<file path="src/rtl/dtmf_pkg.sv">
package dtmf_pkg;
  localparam int GRID_N = 4;

  // Grid frequency in Hz for group (0 low, 1 high) and index 0..3.
  function automatic int unsigned grid_hz(input bit hi_grp, input int idx);
    int unsigned f;
    if (!hi_grp) begin
      case (idx)
        0:       f = 697;
        1:       f = 770;
        2:       f = 852;
        default: f = 941;
      endcase
    end else begin
      case (idx)
        0:       f = 1209;
        1:       f = 1336;
        2:       f = 1477;
        default: f = 1633;
      endcase
    end
    return f;
  endfunction

  // Rounded clock count over nper periods of tone hz.
  function automatic int unsigned block_count(input int unsigned clk_hz,
                                              input int unsigned hz,
                                              input int unsigned nper);
    return (nper * clk_hz + hz / 2) / hz;
  endfunction

  // Row/column to 4-bit code; the 1633 Hz column wraps D to zero.
  function automatic logic [3:0] digit_code(input logic [1:0] row, input logic [1:0] col);
    logic [3:0] c;
    if (col == 2'd3)      c = 4'd13 + {2'b00, row};
    else if (row == 2'd3) c = 4'd10 + {2'b00, col};
    else                  c = 4'd1 + ({2'b00, row} * 4'd3) + {2'b00, col};
    return c;
  endfunction
endpackage

</file>
<file path="src/rtl/dtmf_edge_sync.sv">
module dtmf_edge_sync #(
  parameter int STAGES = 2
) (
  input  logic clk,
  input  logic rst_n,
  input  logic din_i,
  output logic edge_o
);
  logic [STAGES-1:0] sync_q;
  logic              last_q;

  always_ff @(posedge clk) begin
    if (!rst_n) begin
      sync_q <= '0;
      last_q <= 1'b0;
    end else begin
      sync_q <= {sync_q[STAGES-2:0], din_i};
      last_q <= sync_q[STAGES-1];
    end
  end

  assign edge_o = sync_q[STAGES-1] & ~last_q;

  // Rising-edge strobe lasts one cycle only.
  p_edge_pulse_r10: assert property (@(posedge clk) disable iff (!rst_n)
    edge_o |=> !edge_o);
endmodule

</file>
<file path="src/rtl/dtmf_period_meter.sv">
module dtmf_period_meter #(
  parameter int unsigned TIMEOUT = 574,
  parameter int          NPER    = 8,
  parameter int          SUM_W   = 14
) (
  input  logic             clk,
  input  logic             rst_n,
  input  logic             edge_i,
  output logic [SUM_W-1:0] sum_o,
  output logic             done_o,
  output logic             lost_o
);
  localparam int CNT_W = $clog2(TIMEOUT + 1);
  localparam int NPW   = (NPER > 1) ? $clog2(NPER) : 1;

  logic [CNT_W-1:0] cnt_q;
  logic [SUM_W-1:0] acc_q, sum_q, period;
  logic [NPW-1:0]   nper_q;
  logic             armed_q, done_q;

  assign period = SUM_W'(cnt_q) + SUM_W'(1);
  assign lost_o = armed_q && !edge_i && (cnt_q == CNT_W'(TIMEOUT));

  always_ff @(posedge clk) begin
    if (!rst_n) begin
      cnt_q   <= '0;
      acc_q   <= '0;
      sum_q   <= '0;
      nper_q  <= '0;
      armed_q <= 1'b0;
      done_q  <= 1'b0;
    end else begin
      done_q <= 1'b0;
      if (edge_i) begin
        cnt_q   <= '0;
        armed_q <= 1'b1;
        if (armed_q) begin
          if (nper_q == NPW'(NPER - 1)) begin
            sum_q  <= acc_q + period;
            done_q <= 1'b1;
            acc_q  <= '0;
            nper_q <= '0;
          end else begin
            acc_q  <= acc_q + period;
            nper_q <= nper_q + 1'b1;
          end
        end
      end else if (armed_q) begin
        if (lost_o) begin
          armed_q <= 1'b0;
          cnt_q   <= '0;
          acc_q   <= '0;
          nper_q  <= '0;
        end else begin
          cnt_q <= cnt_q + 1'b1;
        end
      end
    end
  end

  assign sum_o  = sum_q;
  assign done_o = done_q;

  // Period counter never runs past the loss limit.
  p_count_bounded_r9: assert property (@(posedge clk) disable iff (!rst_n)
    cnt_q <= CNT_W'(TIMEOUT));
endmodule

</file>
<file path="src/rtl/dtmf_tone_match.sv">
module dtmf_tone_match #(
  parameter int unsigned CLK_HZ = 3579545,
  parameter bit          HI_GRP = 1'b0,
  parameter int          NPER   = 8,
  parameter int unsigned TOL_BP = 250,
  parameter int          SUM_W  = 14
) (
  input  logic             clk,
  input  logic             rst_n,
  input  logic [SUM_W-1:0] sum_i,
  output logic             hit_o,
  output logic [1:0]       idx_o
);
  logic [dtmf_pkg::GRID_N-1:0] hit;

  generate
    for (genvar g = 0; g < dtmf_pkg::GRID_N; g++) begin : g_win
      localparam int unsigned NOM  = dtmf_pkg::block_count(CLK_HZ, dtmf_pkg::grid_hz(HI_GRP, g), NPER);
      localparam int unsigned TOL  = (NOM * TOL_BP) / 10000;
      localparam int unsigned LO_B = NOM - TOL;
      localparam int unsigned HI_B = NOM + TOL;
      assign hit[g] = (sum_i >= SUM_W'(LO_B)) && (sum_i <= SUM_W'(HI_B));
    end
  endgenerate

  always_comb begin
    idx_o = 2'd0;
    for (int g = 0; g < dtmf_pkg::GRID_N; g++) begin
      if (hit[g]) idx_o = 2'(g);
    end
  end

  assign hit_o = |hit;

  // Tolerance windows of one group never overlap.
  p_single_hit_r6: assert property (@(posedge clk) disable iff (!rst_n)
    $onehot0(hit));
endmodule

</file>
<file path="src/rtl/dtmf_tone_group.sv">
module dtmf_tone_group #(
  parameter int unsigned CLK_HZ      = 3579545,
  parameter bit          HI_GRP      = 1'b0,
  parameter int          NPER        = 8,
  parameter int unsigned TOL_BP      = 250,
  parameter int          SYNC_STAGES = 2
) (
  input  logic       clk,
  input  logic       rst_n,
  input  logic       tone_i,
  output logic       match_o,
  output logic [1:0] idx_o
);
  localparam int unsigned SLOW_HZ = dtmf_pkg::grid_hz(HI_GRP, 0);
  localparam int unsigned TIMEOUT = (2 * CLK_HZ + SLOW_HZ / 2) / SLOW_HZ;
  localparam int          CNT_W   = $clog2(TIMEOUT + 1);
  localparam int          SUM_W   = CNT_W + 1 + $clog2(NPER);

  logic             edge_s, done_s, lost_s, hit_s;
  logic [SUM_W-1:0] sum_s;
  logic [1:0]       idx_s;
  logic             match_q;
  logic [1:0]       idx_q;

  dtmf_edge_sync #(.STAGES(SYNC_STAGES)) i_sync (
    .clk(clk), .rst_n(rst_n), .din_i(tone_i), .edge_o(edge_s));

  dtmf_period_meter #(.TIMEOUT(TIMEOUT), .NPER(NPER), .SUM_W(SUM_W)) i_meter (
    .clk(clk), .rst_n(rst_n), .edge_i(edge_s),
    .sum_o(sum_s), .done_o(done_s), .lost_o(lost_s));

  dtmf_tone_match #(.CLK_HZ(CLK_HZ), .HI_GRP(HI_GRP), .NPER(NPER),
                    .TOL_BP(TOL_BP), .SUM_W(SUM_W)) i_match (
    .clk(clk), .rst_n(rst_n), .sum_i(sum_s), .hit_o(hit_s), .idx_o(idx_s));

  always_ff @(posedge clk) begin
    if (!rst_n) begin
      match_q <= 1'b0;
      idx_q   <= 2'd0;
    end else if (lost_s) begin
      match_q <= 1'b0;
    end else if (done_s) begin
      match_q <= hit_s;
      idx_q   <= idx_s;
    end
  end

  assign match_o = match_q;
  assign idx_o   = idx_q;

  // A match only appears after a finished eight-period block.
  p_rise_after_block_r10: assert property (@(posedge clk) disable iff (!rst_n)
    $rose(match_q) |-> $past(done_s));
  // Losing the edges clears the match on the next cycle.
  p_loss_clears_r9: assert property (@(posedge clk) disable iff (!rst_n)
    lost_s |=> !match_q);
endmodule

</file>
<file path="src/rtl/dtmf_period_decoder.sv">
module dtmf_period_decoder #(
  parameter int unsigned CLK_HZ      = 3579545,
  parameter int          NPER        = 8,
  parameter int unsigned TOL_BP      = 250,
  parameter int          SYNC_STAGES = 2
) (
  input  logic       clk,
  input  logic       rst_n,
  input  logic       lo_tone_i,
  input  logic       hi_tone_i,
  output logic [3:0] digit_o,
  output logic       early_valid_o
);
  logic [1:0] tone_in;
  logic [1:0] grp_match;
  logic [1:0] grp_idx [2];
  logic       valid_q;
  logic [3:0] digit_q;

  assign tone_in = {hi_tone_i, lo_tone_i};

  generate
    for (genvar g = 0; g < 2; g++) begin : g_grp
      dtmf_tone_group #(.CLK_HZ(CLK_HZ), .HI_GRP(g == 1), .NPER(NPER),
                        .TOL_BP(TOL_BP), .SYNC_STAGES(SYNC_STAGES)) i_group (
        .clk(clk), .rst_n(rst_n), .tone_i(tone_in[g]),
        .match_o(grp_match[g]), .idx_o(grp_idx[g]));
    end
  endgenerate

  always_ff @(posedge clk) begin
    if (!rst_n) begin
      valid_q <= 1'b0;
      digit_q <= 4'd0;
    end else begin
      valid_q <= &grp_match;
      digit_q <= (&grp_match) ? dtmf_pkg::digit_code(grp_idx[0], grp_idx[1]) : 4'd0;
    end
  end

  assign early_valid_o = valid_q;
  assign digit_o       = digit_q;

  // The flag is only raised after both groups matched together.
  p_valid_needs_pair_r7: assert property (@(posedge clk) disable iff (!rst_n)
    early_valid_o |-> $past(grp_match[0] && grp_match[1]));
endmodule

</file>
<file path="config.mk">
export PLATFORM = sky130hd
export DESIGN_NAME = dtmf_period_decoder
export DESIGN_NICKNAME = d
export VERILOG_FILES = /design/src/rtl/dtmf_pkg.sv /design/src/rtl/dtmf_edge_sync.sv /design/src/rtl/dtmf_period_meter.sv /design/src/rtl/dtmf_tone_match.sv /design/src/rtl/dtmf_tone_group.sv /design/src/rtl/dtmf_period_decoder.sv
export SDC_FILE = /design/constraint.sdc
export NUM_CORES = 1
export LEC_CHECK = 0
export BUFFER_PORTS_ARGS = -buffer_cell sky130_fd_sc_hd__buf_2
export CORE_AREA = 3 3 115 117
export CTS_BUF_LIST = sky130_fd_sc_hd__clkbuf_16
export DETAILED_ROUTE_END_ITERATION = 8
export DIE_AREA = 0 0 118 120
export PLACE_DENSITY_LB_ADDON = 0.15
export SETUP_SLACK_MARGIN = 0.3
export SYNTH_ARGS = -nofsm -noshare
export SYNTH_HDL_FRONTEND = slang
export SYNTH_SLANG_ARGS = --single-unit
</file>
<file path="constraint.sdc">
create_clock -name clk -period 3.6 [get_ports clk]
set_input_delay 0.54 -clock clk [delete_from_list [all_inputs] [get_ports clk]]
set_output_delay 0.54 -clock clk [all_outputs]
set_load 0.02 [all_outputs]
</file>
==> impl_metrics.yaml <==
die:
  num_io_pins: 9
  die_area_um2: 14160
  die_w_um: 118
  core_area_um2: 12470
  die_h_um: 120
  rows: 41
  start_util: 0.6288
placed_design:
  hpwl_um: 12970
  port_buffers: 8
  place_congestion: 0.9031
  placed_cells: 1109
  place_ws_ns: 0.1561
finish:
  final_util: 0.6920
  finish.net_count: 1006
  fill_cells: 1046
  final_cells: 1141
  syn2layout_area_growth_pct: 10.04
  diodes: 0
  drive_above_1_share: 0.1053
clocking:
  cts_buffers: 17
  root_buffer: "clkbuf_16"
  clkTransAtPathRegs_ns: 0.05
  clockBufferDepth: 2
  ctsHoldBuffers: 0
  clk_latency_ns: 0.42
  htree_levels: 4
  cts_tree: "yes"
  numClockSinks: 124
global_routing:
  overflow: 0
  grt_max_degree: 39
  grt_pass1_vias: 6313
  grt_pass1_wl_um: 30920
  antenna_found_initial: 0
  grt_usage: 0.2642
synthesis:
  yosys.cell_types.count: 87
  synth_seq_cells: 124
  ys.flop_type: "dfxtp_1"
  synth_top_area_frac: 0.3167
  synth-warning-count: 0
  synth-edff-count: 0
  syn-mean-instance-area_um2: 8.023
  syn_inst: 977
  ys_seq_area_frac: 0.3167
  syn_nets: 1025
  postSynth.asyncResetShare: 0
  yosysTopAreaCell: "dfxtp_1"
  netlist_top_cells_area: "dfxtp_1 32%, ha_1 6.4%, a21oi_1 4.7%"
  synthesis.area_um2: 7839
pwr:
  swShare: 0.2095
  p_switching_mw: 0.6508
  power_density_nw_per_um2: 360.1
  p_clk_frac: 0.531
  ir_worst_vdd_uv: 331.7
  pwr-share-comb: 0.022
  pwr-share-seq: 0.447
  p_int_mw: 2.455
  power.leakage_nw: 3.403
timing:
  hold_viol: 0
  hold_ws_ns: 0.3235
  worstMarginPinSlew_ns: 0.8395
  maxSlewHeadroom: 0.4404
  setup-tns-final_ns: 0
  fin_crit_sh: 0.8769
  rsz0062_at_grt: "false"
  final_max_slew_viol_count: 0
  finClkSkew_ns: 0.005833
  setup_ws_ns: 0.4432
  setup_viol_count_final: 0
  fmax_mhz: 316.8
  min_period_ns: 3.157
routing:
  routed_via_density: 6.222
  drc: 0
  vias: 7099
  ant_nets: 0
  drt_wl_total_um: 18540
  first_pass_iters: 5
  drt_iter0_markers: 766
  wl_per_cell_um: 16.25
setup_path:
  cp_max_fo: 8
  critPathTopFamily: "compound AO/OA/AOI/OAI gates"
  critical_path_class: "reg -> reg"
  path_buf_inv: 0
  arrival_ns: 3.46
  critPathSlowestCell: "dfxtp_4"
  critPathCaptureType: "register"
  worstSetupStartpointType: "register"
  worst_ep_required_time_ns: 3.90
  path_cells: "ha_2 > and3_2 > and3_4 > nand4_1 > xnor2_2 > ha_4 > a21oi_4 > o21bai_2 > a31o_2 > a211oi_4 > nor4b_1 > a311o_1"
  critPathMaxStageDelay_ns: 0.38
hold_path:
  hold_class: "in -> reg"
run_status:
  status: "completed"
run:
  maxCapViolCount: 0
[routing by layer]
metal	vias to the layer above	global-route usage	wire, um
met3	27	0.04147	972
met1	3302	0.3966	9189
met4	0	0.07253	217
met5	-	0	0
li1	3560	-	-
met2	210	0.3938	8164
[cell usage after synthesis (all sizes together) (4+ instances only)]
cell type	instances
nor4	4
o31a	4
and2	17
o211ai	23
inv	22
a2111oi	4
a311o	4
a211o	5
xor2	29
nor4b	6
nor3b	4
nand4b	6
fa	4
buf	17
or3	16
a21oi	74
or4	8
a31o	5
nand2	93
nand3b	5
nand3	52
nand2b	10
nand4	21
o21bai	4
nor2	96
nor2b	10
a31oi	7
xnor2	17
o21a	10
ha	40
o21ai	55
a21o	15
dfxtp	124
nor3	21
a22oi	17
a211oi	13
and3	21
o31ai	5
clkbuf	42
[what timing repair did]
action                                  CTS  global route
endpoints found under the setup margin    3            18
setup buffers                             0             2
resized for setup                         2            34
pin swaps                                 0             4
[state kept, by name (all words and copies together) (netlist names)]
name,cells
g_grp.i_group.i_meter.acc_q,35
g_grp.i_group.i_meter.sum_o,35
g_grp.i_group.i_meter.cnt_q,27
g_grp.i_group.i_meter.nper_q,6
digit_o,4
g_grp.i_group.i_sync.sync_q,4
g_grp.i_group.idx_o,4
g_grp.i_group.i_meter.armed_q,2
g_grp.i_group.i_meter.done_o,2
g_grp.i_group.i_sync.last_q,2
g_grp.i_group.match_o,2
early_valid_o,1
[power groups by stage]
stage | registers, mW | logic, mW | clock network, mW
global placement | 1.42 | 0.0657 | 0
floorplan | 1.41 | 0.0521 | 0
finish | 1.39 | 0.0672 | 1.65
detailed placement | 1.42 | 0.0664 | 0
CTS | 1.39 | 0.0667 | 1.67
global route | 1.39 | 0.0743 | 1.73
[through the flow]
step | total power, mW | area [um^2]
after floorplan | 1.465 | 7839
after global placement | 1.483 | 7904
after detailed placement | 1.484 | 7904
after CTS | 3.129 | 8474
after global routing | 3.196 | 8626
final | 3.106 | 8626
[kinds of logic (layout without fill, tap and decap cells)]
| kind of cell | count (synthesis) | after routing | share of synthesized area |
|---|---|---|---|
| muxes | 4 | 4 | 0.005267 |
| and+or+nand+nor | 403 | 403 | 0.2720 |
| adders and majority gates | 44 | 44 | 0.07406 |
| buffers and inverters | 81 | 73 | 0.04533 |
| DFF | 124 | 124 | 0.3167 |
| xor gates and xnor gates | 46 | 46 | 0.05140 |
| AOI/OAI and AO/OA | 275 | 275 | 0.2353 |
[cells in the final DEF, fill, tap and decap left out, types with 6 or more instances in the layout]
cell	Yosys	final
nor3_1	17	16
ha_1	40	33
dfxtp_1	124	120
nand2_1	92	92
or3_1	16	16
a31oi_1	7	7
inv_1	22	23
clkbuf_16	0	17
and3_1	21	18
o211ai_1	23	23
o21ai_0	50	49
a21oi_1	73	73
nand4_1	20	20
nand2b_1	9	9
nor2_1	95	94
or4_1	7	7
a211oi_1	11	11
o21a_1	10	10
a21o_1	15	15
a22oi_1	17	17
buf_4	4	13
and2_1	15	15
xor2_1	29	29
nand4b_1	6	6
nor2b_1	10	10
xnor2_1	17	16
buf_2	10	8
nand3_1	52	51
[cell type report]
type	count	area, um^2	area share
sequential	124	2490	0.2887
clock buffer	17	425.4	0.04932
timing repair buffer	21	137.6	0.01596
inverter	22	82.58	0.009574
multi-input combinational	772	5139	0.5957
clock inverter	13	136.4	0.01581
tap	172	215.2	0.02495
[worst reg2reg max path, delay by kind of cell (launching register included)]
family,cells,cell delay [ns]
compound gates,5,1.25
xor+xnor,1,0.26
fa+ha+maj,2,0.47
flops,1,0.38
simple gates,4,0.68
[worst paths after layout]
check	slack, ns	end	start	cells past startpoint
max	0.44	g_grp[1].i_group.i_meter.acc_q[14]	g_grp[1].i_group.i_meter.cnt_q[0]	12
min	0.32	g_grp[0].i_group.i_sync.sync_q[0]	lo_tone_i	2
max reg2reg	0.44	g_grp[1].i_group.i_meter.acc_q[14]	g_grp[1].i_group.i_meter.cnt_q[0]	12
min reg2reg	0.43	g_grp[1].i_group.i_sync.sync_q[1]	g_grp[1].i_group.i_sync.sync_q[0]	1
Note: power is estimated with default switching activity, not from simulation.
